$ cat src/rtl/dbuf_tx_pkg.sv
package dbuf_tx_pkg;

    typedef enum logic [2:0] {
        ST_IDLE,
        ST_START,
        ST_DATA,
        ST_PARITY,
        ST_STOP
    } tx_state_e;

endpackage

$ cat src/rtl/tx_hold_reg.sv
module tx_hold_reg #(
    parameter int DATA_W = 8
) (
    input  logic              clk,
    input  logic              rst_n,
    input  logic              wr_en,
    input  logic [DATA_W-1:0] wr_data,
    input  logic              take,
    output logic [DATA_W-1:0] hold_data,
    output logic              empty
);

    // A write always wins: a byte written in the hand-off cycle stays pending.
    always_ff @(posedge clk or negedge rst_n) begin
        if (!rst_n) begin
            hold_data <= '0;
            empty     <= 1'b1;
        end else if (wr_en) begin
            hold_data <= wr_data;
            empty     <= 1'b0;
        end else if (take) begin
            empty     <= 1'b1;
        end
    end

endmodule

$ cat src/rtl/tx_shifter.sv
module tx_shifter
    import dbuf_tx_pkg::*;
#(
    parameter int DATA_W     = 8,
    parameter bit PARITY_EN  = 1'b1,
    parameter bit PARITY_ODD = 1'b0
) (
    input  logic              clk,
    input  logic              rst_n,
    input  logic              baud_tick,
    input  logic              pend_valid,
    input  logic [DATA_W-1:0] pend_data,
    output logic              take,
    output logic              busy,
    output logic              txd
);

    localparam int CNT_W = (DATA_W > 1) ? $clog2(DATA_W) : 1;
    localparam logic [CNT_W-1:0] LAST_BIT = CNT_W'(DATA_W - 1);

    tx_state_e         st_q, st_d;
    logic [DATA_W-1:0] sh_q, sh_d;
    logic [CNT_W-1:0]  cnt_q, cnt_d;
    logic              par_q, par_d;
    tx_state_e         after_data;

    // Parameter picks whether a parity slot follows the data bits.
    generate
        if (PARITY_EN) begin : g_par
            assign after_data = ST_PARITY;
        end else begin : g_nopar
            assign after_data = ST_STOP;
        end
    endgenerate

    // Hand-off when idle, or at the tick that ends a stop bit.
    assign take = pend_valid &&
                  ((st_q == ST_IDLE) || ((st_q == ST_STOP) && baud_tick));

    // Next-state logic
    always_comb begin
        st_d  = st_q;
        sh_d  = sh_q;
        cnt_d = cnt_q;
        par_d = par_q;
        if (take) begin
            st_d  = ST_START;
            sh_d  = pend_data;
            cnt_d = '0;
            par_d = (^pend_data) ^ PARITY_ODD;
        end else if (baud_tick) begin
            unique case (st_q)
                ST_IDLE:   st_d = ST_IDLE;
                ST_START:  st_d = ST_DATA;
                ST_DATA: begin
                    sh_d  = sh_q >> 1;
                    cnt_d = cnt_q + CNT_W'(1);
                    if (cnt_q == LAST_BIT) begin
                        st_d = after_data;
                    end
                end
                ST_PARITY: st_d = ST_STOP;
                ST_STOP:   st_d = ST_IDLE;
                default:   st_d = ST_IDLE;
            endcase
        end
    end

    // State register
    always_ff @(posedge clk or negedge rst_n) begin
        if (!rst_n) begin
            st_q  <= ST_IDLE;
            sh_q  <= '0;
            cnt_q <= '0;
            par_q <= 1'b0;
        end else begin
            st_q  <= st_d;
            sh_q  <= sh_d;
            cnt_q <= cnt_d;
            par_q <= par_d;
        end
    end

    // Outputs
    always_comb begin
        busy = 1'b1;
        txd  = 1'b1;
        unique case (st_q)
            ST_IDLE:   busy = 1'b0;
            ST_START:  txd  = 1'b0;
            ST_DATA:   txd  = sh_q[0];
            ST_PARITY: txd  = par_q;
            ST_STOP:   txd  = 1'b1;
            default:   busy = 1'b0;
        endcase
    end

endmodule

$ cat src/rtl/dbuf_uart_tx.sv
module dbuf_uart_tx #(
    parameter int DATA_W     = 8,
    parameter bit PARITY_EN  = 1'b1,
    parameter bit PARITY_ODD = 1'b0
) (
    input  logic              clk,
    input  logic              rst_n,
    input  logic              wr_en,
    input  logic [DATA_W-1:0] wr_data,
    input  logic              baud_tick,
    output logic              hold_empty,
    output logic              busy,
    output logic              txd
);

    logic [DATA_W-1:0] hold_data;
    logic              take;

    tx_hold_reg #(
        .DATA_W (DATA_W)
    ) u_hold (
        .clk       (clk),
        .rst_n     (rst_n),
        .wr_en     (wr_en),
        .wr_data   (wr_data),
        .take      (take),
        .hold_data (hold_data),
        .empty     (hold_empty)
    );

    tx_shifter #(
        .DATA_W     (DATA_W),
        .PARITY_EN  (PARITY_EN),
        .PARITY_ODD (PARITY_ODD)
    ) u_shift (
        .clk        (clk),
        .rst_n      (rst_n),
        .baud_tick  (baud_tick),
        .pend_valid (!hold_empty),
        .pend_data  (hold_data),
        .take       (take),
        .busy       (busy),
        .txd        (txd)
    );

endmodule

$ cat config.mk
export PLATFORM = sky130hd
export DESIGN_NAME = dbuf_uart_tx
export DESIGN_NICKNAME = d
export VERILOG_FILES = /design/src/rtl/dbuf_tx_pkg.sv /design/src/rtl/tx_hold_reg.sv /design/src/rtl/tx_shifter.sv /design/src/rtl/dbuf_uart_tx.sv
export SDC_FILE = /design/constraint.sdc
export NUM_CORES = 1
export LEC_CHECK = 0
export ABC_CLOCK_PERIOD_IN_PS = 1500
export BUFFER_PORTS_ARGS = -buffer_cell sky130_fd_sc_hd__buf_2
export CORE_AREA = 2 2 62 64
export CTS_CLUSTER_SIZE = 25
export DETAILED_ROUTE_END_ITERATION = 12
export DIE_AREA = 0 0 64 66
export PLACE_DENSITY = 0.56
export SLEW_MARGIN = 20
export SYNTH_ARGS = -nofsm -noshare
export SYNTH_HDL_FRONTEND = slang
export SYNTH_SLANG_ARGS = --single-unit
$ cat constraint.sdc
create_clock -name clk -period 1.5 [get_ports clk]
set_clock_uncertainty 0.1 [all_clocks]
set_input_delay 0 -clock clk [delete_from_list [all_inputs] [get_ports clk]]
set_output_delay 0 -clock clk [all_outputs]
set_load 0.03 [all_outputs]
==> results of run 1 <==
## area by class of cell
class | count | share of cell area, %
Multi-Input combinational cell | 75 | 36.98
Sequential cell | 24 | 38.50
Timing Repair Buffer | 36 | 18.53
Clock buffer | 4 | 1.677
Inverter | 2 | 0.4792
Tap cell | 48 | 3.834
## power breakdown
part | total (uW) | internal [uW] | switching (uW)
logic | 1440 | 732 | 708
registers | 1070 | 869 | 198
clock network | 284 | 104 | 180
## state kept, by name, indices dropped and copies added (netlist names)
signal	count
u_hold.hold_data	8
u_shift.sh_q	8
u_shift.cnt_q	3
u_shift.st_q	3
u_hold.empty	1
u_shift.par_q	1
## worst paths after layout
| path | endpoint | start | cells past startpoint | slack (ns) |
|---|---|---|---|---|
| max | u_shift.cnt_q[1] | u_shift.st_q[0] | 5 | 0.05 |
| min | u_shift.par_q | rst_n | 2 | 0.09 |
| max reg2reg | u_shift.cnt_q[1] | u_shift.st_q[0] | 5 | 0.05 |
| min reg2reg | u_shift.sh_q[3] | u_shift.sh_q[4] | 2 | 0.42 |
| max in group asynchronous | u_shift.st_q[1] | rst_n | 2 | 0.82 |
| min in group clk | u_hold.hold_data[4] | wr_data[4] | 3 | 0.34 |
## synthesized netlist by cell type, drive strengths merged (2+ instances only)
cell	number
dfrtp	23
nand2	18
o21ai	13
mux2	9
xnor2	8
a22oi	7
buf	6
nor2	6
nor3	3
ha	2
inv	2
## metrics by stage
step / total power, uW / std cells / setup WS, ns / utilization, % / TNS (ns)
after floorplan: 1990 / 108 / 0.08885 / - / 0
after global placement: 2176 / 170 / 0.04802 / 37.42 / 0
after detailed placement: 2212 / 170 / -0.003114 / 37.42 / -0.003114
after CTS: 2569 / 186 / 0.01527 / 41.65 / 0
after global routing: 3011 / 189 / -0.03106 / 44.12 / -0.2069
final: 2790 / 189 / 0.04968 / 44.12 / 0
## logic make-up after synthesis
group / count (synthesis) / synth area share [%]
xor gates and xnor gates: 8 / 5.791
DFF: 24 / 49.74
AOI/OAI and AO/OA: 25 / 14.89
muxes: 9 / 8.687
adders and majority gates: 2 / 2.068
buffers and inverters: 9 / 5.894
and+or+nand+nor: 31 / 12.93
## per-layer routing
| layer | wire length (um) | vias to the layer above |
|---|---|---|
| li1 | - | 439 |
| met1 | 1041 | 434 |
| met2 | 1172 | 14 |
| met5 | 0 | - |
| met4 | 18 | 0 |
| met3 | 76 | 2 |
## repair_timing
action | in CTS | in global routing
endpoints found under the hold margin | 36 | 0
setup endpoints to repair | 11 | 10
cloned | 0 | 1
resized for setup | 3 | 19
hold buffers | 11 | 0
buffers inserted | 1 | 2
pin swaps | 0 | 4
## worst max-delay path: stages, from the launching register on
cell and delay [ns]:
dfrtp_1 0.43, buf_6 0.15, nor4_4 0.26, buf_4 0.18, buf_4 0.16, o21ai_1 0.08
==> impl_metrics.ini, run 1 <==
[job]
drv_cap = 0

[sta]
rsz0062_at_grt = yes
hold_violations = 0
setup-violations-final = 0
holdWs_ns = 0.09147
slew_headroom_pct = 64.38
drv_slew = 0
period_needed_ns = 1.450
period_share_pct = 96.69
worstMarginPinSlew_ns = 0.5342
fmax_mhz = 689.5

[routing]
vias = 889
post_drt_wl_per_cell_um = 12.22
wl_um = 2309
dr.pass1.iters = 4
viasPerCell = 4.704
drtIter0Drc = 13
ant_nets = 0
drc = 0

[global_routing]
met2_usage_pct = 20.44
grt_max_degree = 25
grt-ovfl-total = 0
grtUsageMet1_pct = 14.55
grt_busiest_layer = met2
use_met3_pct = 3.066
antenna_found_initial = 0
track_usage_pct = 11.83
grt_pass1_wl_um = 3891
grt_pass1_vias = 843

[floorplanning]
die_h_um = 66
initial_core_util_pct = 34.07
die_area_sq_um = 4224
die-width_um = 64
core_sq_um = 3551
rows = 22
ios = 15

[clock_tree]
clock_sinks = 24
clockBufferDepth = 2
cts_tree = yes
cts_root_buffer = clkbuf_4
clk_pin_slew_worst_paths_ns = 0.12
numCtsBuffers = 3
clock_latency_ns = 0.31
h-tree-depth = 1

[place]
dp_hpwl_um = 1594
dpl-instance-area_sq_um = 1329
numPortBuffers = 14
routabilityCongestion = 0.7400

[cells_and_area]
multi_input_area_sq_um = 579.3
fillers = 351
layout-drive-gt1-share_pct = 41.13
layout_commonest_cell = dfrtp_1
diodes = 0
syn2layout_area_growth_pct = 29.47
nets = 156
regArea_sq_um = 603.1
final_cell_area_sq_um = 1567
final_cell_mix = 22 x dfrtp_1, 17 x nand2_1, 12 x buf_2, 11 x dlygate4sd3_1, 8 x mux2_2

[worst_hold_path]
min_path_type = input port to async pin

[outcome]
status = finished, final reports clean

[setup_path]
crit_path_end_kind = flip-flop
cp_max_fo = 6
cp.arrival_ns = 1.56
cp.required_ns = 1.61
worstSetupPathType = flip-flop to flip-flop
start_kind = flip-flop

[synth]
synthTopCellsByArea = dfrtp_1 48%, mux2_2 7.4%, xnor2_1 5.8%
post-synth-top-area-cell = dfrtp_1
ys_ff_latch = 24
yosysSeqAreaShare_pct = 49.74
ys_types = 26
synth_top_cell_area_share_pct = 47.57
async_flop_share_pct = 100.0
synth_ff_type = dfrtp_1
synth_area_sq_um = 1210
avgSynthCellArea_sq_um = 11.20
synth-edff-count = 0
synthCells = 108
yosys_warnings = 0
synthesis.nets = 122

[pwr]
powerDensity_nw_per_um2 = 1781
max-vdd-ir-drop_v = 0.0006489
leakage_uw = 0.0006816
(Power assumes the default switching activity.)
==> run 2, diff against run 1 <==
--- a/config.mk
+++ b/config.mk
@@ -5,6 +5,7 @@
 export SDC_FILE = /design/constraint.sdc
 export NUM_CORES = 1
 export LEC_CHECK = 0
+export ABC_AREA = 1
 export ABC_CLOCK_PERIOD_IN_PS = 1500
 export BUFFER_PORTS_ARGS = -buffer_cell sky130_fd_sc_hd__buf_2
 export CORE_AREA = 2 2 62 64
==> impl_metrics.ini, run 2 <==
[worst_hold_path]
min_path_type = input port to async pin

[pwr]
power_uw = 2616
max-vdd-ir-drop_v = 0.0004664
leakage_uw = 0.0008158
powerDensity_nw_per_um2 = 1616

[routing]
wl_um = 2398
post_drt_wl_per_cell_um = 10.03
drtIter0Drc = 14
viasPerCell = 4.351
vias = 1040
dr.pass1.iters = 4
drc = 0
ant_nets = 0

[sta]
setup-violations-final = 0
worstMarginPinSlew_ns = 0.5383
slew_headroom_pct = 64.11
rsz0062_at_grt = yes
fmax_mhz = 704.3
period_needed_ns = 1.420
period_share_pct = 94.66
hold_violations = 0
drv_slew = 0
holdWs_ns = 0.08454

[clock_tree]
cts_root_buffer = clkbuf_4
clock_sinks = 24
clockBufferDepth = 2
clk_pin_slew_worst_paths_ns = 0.13
numCtsBuffers = 3
h-tree-depth = 1
clock_latency_ns = 0.31
cts_tree = yes

[synth]
synth.most_common_cell = nand2_1
synthTopCellsByArea = dfrtp_1 48%, nand2_1 20%, inv_1 5.9%
async_flop_share_pct = 100.0
synthCells = 152
synth_top_cell_area_share_pct = 47.57
ys_ff_latch = 24
ys_types = 23
synthTopCellsByCount = 63 x nand2_1, 23 x dfrtp_1, 19 x inv_1, 8 x nor2_1, 8 x o21ai_0
synth_area_sq_um = 1210
synthesis.nets = 166
yosys_warnings = 0
post-synth-top-area-cell = dfrtp_1
synth_ff_type = dfrtp_1
yosysSeqAreaShare_pct = 49.74
avgSynthCellArea_sq_um = 7.960
synth-edff-count = 0

[cells_and_area]
final_cell_mix = 61 x nand2_1, 22 x dfrtp_1, 19 x dlygate4sd3_1, 18 x inv_1, 12 x buf_2
syn2layout_area_growth_pct = 33.82
diodes = 0
nets = 206
fillers = 338
layout-drive-gt1-share_pct = 20.94
largestRegisters = u_hold.hold_data (8), u_shift.sh_q (8)
layout_commonest_cell = nand2_1

[global_routing]
track_usage_pct = 12.59
grt_pass1_vias = 1006
grt_max_degree = 25
antenna_found_initial = 0
grt-ovfl-total = 0
grt_pass1_wl_um = 4119

[floorplanning]
initial_core_util_pct = 34.07
ios = 15
die-width_um = 64
die_area_sq_um = 4224
rows = 22
die_h_um = 66
core_sq_um = 3551

[outcome]
status = finished, final reports clean

[setup_path]
cp.arrival_ns = 1.32
cp.required_ns = 1.40
crit_path_end_kind = primary output
start_kind = flip-flop
cp_max_fo = 3
worstSetupPathType = flip-flop to primary output

[place]
routabilityCongestion = 0.7491
dp_hpwl_um = 1727
numPortBuffers = 14

[job]
drv_cap = 0
-- run 2: changes by cell type in the layout (fill, tap and decap cells not counted), sizes merged, moves of 7 or more --
| cell | previous run | this run |
|---|---|---|
| nand2 | 18 | 65 |
| inv | 2 | 21 |
| mux2 | 9 | 0 |
| dlygate4sd3 | 11 | 19 |
| a22oi | 7 | 0 |
| buf | 25 | 18 |
| o211ai | 0 | 7 |
| xnor2 | 8 | 1 |
-- run 2: routing by layer --
| layer | share of wire, % | global-route usage, % | vias to the layer above |
|---|---|---|---|
| li1 | - | - | 558 |
| met1 | 49 | 15.50 | 465 |
| met2 | 48 | 21.61 | 15 |
| met3 | 2.6 | 2.044 | 2 |
| met4 | 1.1 | 5.707 | 0 |
| met5 | 0 | 0 | - |
-- run 2: where the power goes --
group	internal, uW	leakage, uW	switching [uW]
Sequential	866	0.000296	133
Combinational	536	0.000498	745
Clock	148	0.0000210	188
Total	1550	0.000816	1070
-- run 2: critical path, stage by stage, from the launching register on --
cell	delay, ns
dfrtp_1	0.41
buf_6	0.12
nand2_2	0.07
nor2_4	0.13
inv_2	0.04
nand3_1	0.10
buf_6	0.14
-- run 2: final timing paths --
check | end | from | cells past startpoint | slack [ns]
setup / recovery | busy | u_shift.st_q[1] | 6 | 0.08
hold / removal | u_shift.st_q[1] | rst_n | 2 | 0.08
setup reg to reg | u_shift.st_q[1] | u_shift.cnt_q[0] | 6 | 0.09
hold reg to reg | u_shift.cnt_q[1] | u_shift.cnt_q[1] | 2 | 0.40
max in group asynchronous | u_shift.st_q[2] | rst_n | 2 | 0.84
min in group clk | u_shift.cnt_q[1] | u_shift.cnt_q[1] | 2 | 0.40
-- run 2: kinds of logic (layout without fill, tap and decap cells) --
| logic type | count (synthesis) | in the layout | share of synthesized area (%) |
|---|---|---|---|
| AND/OR/NAND/NOR | 79 | 79 | 26.47 |
| flip-flops | 24 | 24 | 49.74 |
| buffers and inverters | 24 | 63 | 8.893 |
| AO/OA/AOI/OAI | 22 | 22 | 12.10 |
| adder cells (fa/ha/maj) | 2 | 2 | 2.068 |
| XOR/XNOR | 1 | 1 | 0.7240 |
-- run 2: area by class of cell --
type | count | area [sq um] | area share [%]
inverters | 22 | 92.59 | 5.719
clock buffers | 4 | 36.28 | 2.241
flip-flops and latches | 24 | 603.1 | 37.25
multi-input cells | 104 | 520.5 | 32.15
well taps | 48 | 60.06 | 3.709
repair buffers | 37 | 306.5 | 18.93
-- run 2: through the flow --
stage | TNS [ns] | area (sq um) | utilization, % | setup slack (ns) | std cells
2_1_floorplan | 0 | 1210 | - | 0.1372 | 152
3_3_place_gp | 0 | 1340 | 37.74 | 0.05776 | 214
3_5_place_dp | 0 | 1340 | 37.74 | 0.03087 | 214
4_1_cts | 0 | 1569 | 44.19 | 0.002971 | 237
5_1_grt | -0.03854 | 1619 | 45.60 | -0.02112 | 239
6_report | 0 | 1619 | 45.60 | 0.08015 | 239
-- run 2: timing repair --
action | in CTS | in global routing
hold buffers | 19 | 0
buffers inserted | 0 | 2
endpoints found under the setup margin | 1 | 6
pin swaps | 0 | 2
hold endpoints to repair | 36 | 0
resized for setup | 1 | 13
==> run 3, diff against run 2 <==
--- a/config.mk
+++ b/config.mk
@@ -6,14 +6,15 @@
 export NUM_CORES = 1
 export LEC_CHECK = 0
 export ABC_AREA = 1
-export ABC_CLOCK_PERIOD_IN_PS = 1500
 export BUFFER_PORTS_ARGS = -buffer_cell sky130_fd_sc_hd__buf_2
-export CORE_AREA = 2 2 62 64
+export CORE_AREA = 2 2 65 67
 export CTS_CLUSTER_SIZE = 25
 export DETAILED_ROUTE_END_ITERATION = 12
-export DIE_AREA = 0 0 64 66
-export PLACE_DENSITY = 0.56
+export DIE_AREA = 0 0 67 69
+export MAX_ROUTING_LAYER = met4
+export PLACE_DENSITY = 0.55
 export SLEW_MARGIN = 20
 export SYNTH_ARGS = -nofsm -noshare
 export SYNTH_HDL_FRONTEND = slang
+export SYNTH_HIERARCHICAL = 1
 export SYNTH_SLANG_ARGS = --single-unit
==> impl_metrics.ini, run 3 <==
[synth]
synth_ff_type = dfrtp_1
ys_ff_latch = 24
ys_types = 24
synthTopCellsByCount = 73 x nand2_1, 23 x dfrtp_1, 14 x inv_1, 10 x nand3_1, 7 x nor2_1
synth.most_common_cell = nand2_1
synth_area_sq_um = 1316
avgSynthCellArea_sq_um = 7.882
synth-edff-count = 0
yosys_warnings = 6
synthesis.nets = 181
synth_top_cell_area_share_pct = 43.73
synthTopCellsByArea = dfrtp_1 44%, nand2_1 21%, inv_1 4.0%
async_flop_share_pct = 100.0
post-synth-top-area-cell = dfrtp_1
yosysSeqAreaShare_pct = 45.72
synthCells = 167

[sta]
fmax_mhz = 690.1
period_share_pct = 96.61
hold_violations = 0
setup-violations-final = 0
holdWs_ns = 0.1465
rsz0062_at_grt = yes
slew_headroom_pct = 63.24
drv_slew = 0
period_needed_ns = 1.449
worstMarginPinSlew_ns = 0.5514

[cells_and_area]
fillers = 401
diodes = 0
largestRegisters = u_hold/hold_data (8), u_shift/sh_q (8)
nets = 222
final_cell_mix = 73 x nand2_1, 21 x dfrtp_1, 19 x dlygate4sd3_1, 14 x inv_1, 13 x buf_2
syn2layout_area_growth_pct = 31.46
layout-drive-gt1-share_pct = 22.22
layout_commonest_cell = nand2_1

[place]
numPortBuffers = 14
routabilityCongestion = 0.7166
dp_hpwl_um = 1774

[floorplanning]
die_h_um = 69
initial_core_util_pct = 33.63
die_area_sq_um = 4623
die-width_um = 67
core_sq_um = 3914
ios = 15
rows = 23

[routing]
ant_nets = 0
drc = 0
dr.pass1.iters = 4
vias = 1120
post_drt_wl_per_cell_um = 10.25
drtIter0Drc = 38
viasPerCell = 4.358
wl_um = 2635

[global_routing]
antenna_found_initial = 0
grt_pass1_vias = 1047
grt_pass1_wl_um = 4402
track_usage_pct = 12.44
grt-ovfl-total = 0
grt_max_degree = 25

[clock_tree]
cts_root_buffer = clkbuf_8
cts_tree = yes
clock_sinks = 24
clock_latency_ns = 0.27
numCtsBuffers = 3
clk_pin_slew_worst_paths_ns = 0.09
clockBufferDepth = 2
h-tree-depth = 1

[pwr]
max-vdd-ir-drop_v = 0.0009185
power_uw = 3088
leakage_uw = 0.0008674
powerDensity_nw_per_um2 = 1785

[outcome]
status = finished, final reports clean

[setup_path]
cp.arrival_ns = 1.35
worstSetupPathType = flip-flop to primary output
cp_max_fo = 4
cp.required_ns = 1.40
crit_path_end_kind = primary output
start_kind = flip-flop

[worst_hold_path]
min_path_type = input port to async pin

[job]
drv_cap = 0
==> run 3: path summary, 6_finish.rpt <==
path / startpoint / to / slack [ns] / cells past startpoint
min in group clk: u_shift/sh_q[2] / u_shift/sh_q[2] / 0.41 / 1
max in group asynchronous: rst_n / u_shift/st_q[0] / 0.76 / 2
max reg2reg: u_shift/st_q[0] / u_shift/sh_q[1] / 0.06 / 7
max: u_shift/st_q[0] / busy / 0.05 / 6
min reg2reg: u_shift/sh_q[2] / u_shift/sh_q[2] / 0.41 / 1
min: rst_n / u_shift/sh_q[3] / 0.15 / 2
==> run 3: cells by family after synthesis <==
group / after synthesis / synth area share [%]
buffers and inverters: 21 / 8.555
adder cells (fa/ha/maj): 2 / 1.901
XOR/XNOR: 2 / 1.331
flip-flops: 24 / 45.72
AO/OA/AOI/OAI: 18 / 8.840
AND/OR/NAND/NOR: 100 / 33.65
==> run 3: stage by stage <==
stage                     TNS [ns]  setup WS [ns]  instance area, sq um  instances  util, %
after global routing       -0.1449       -0.05170                  1730        257    44.21
after floorplan                  0         0.1136                  1316        167        -
after CTS                        0        0.02938                  1687        256    43.09
final                            0        0.05084                  1730        257    44.21
after global placement           0        0.05129                  1438        232    36.73
after detailed placement         0        0.05123                  1438        232    36.73
==> run 3: layout make-up <==
cell class	instances	area, sq um	share of cell area [%]
Multi-Input combinational cell	122	629.4	36.37
Sequential cell	24	604.3	34.92
Timing Repair Buffer	40	322.8	18.66
Inverter	17	66.31	3.832
Tap cell	50	62.56	3.615
Clock buffer	4	45.04	2.603
==> run 3: routing by layer <==
metal	track usage (%)	up-vias	share of wire, %	wire length (um)
met5	-	-	0	0
met4	1.361	0	0.53	14
met3	3.426	2	2.7	72
met2	20.57	16	49	1302
met1	15.56	500	47	1245
li1	-	602	-	-
==> run 3: power by group <==
group	switching (uW)	total, uW	internal, uW
Combinational	921	1610	692
Sequential	181	1070	893
Clock	211	401	190
==> run 3: critical path, stage by stage, from the launching register on <==
cell	delay [ns]
dfrtp_2	0.45
nor2_2	0.17
buf_4	0.13
inv_1	0.04
nand2_1	0.07
nand2_1	0.05
buf_2	0.17
==> run 3: repair_timing <==
action | CTS | global route
endpoints found under the hold margin | 34 | 0
pin swaps | 1 | 1
endpoints found under the setup margin | 1 | 7
hold buffers | 19 | 0
gates cloned | 0 | 0
setup buffers | 1 | 1
gates resized for setup | 2 | 10
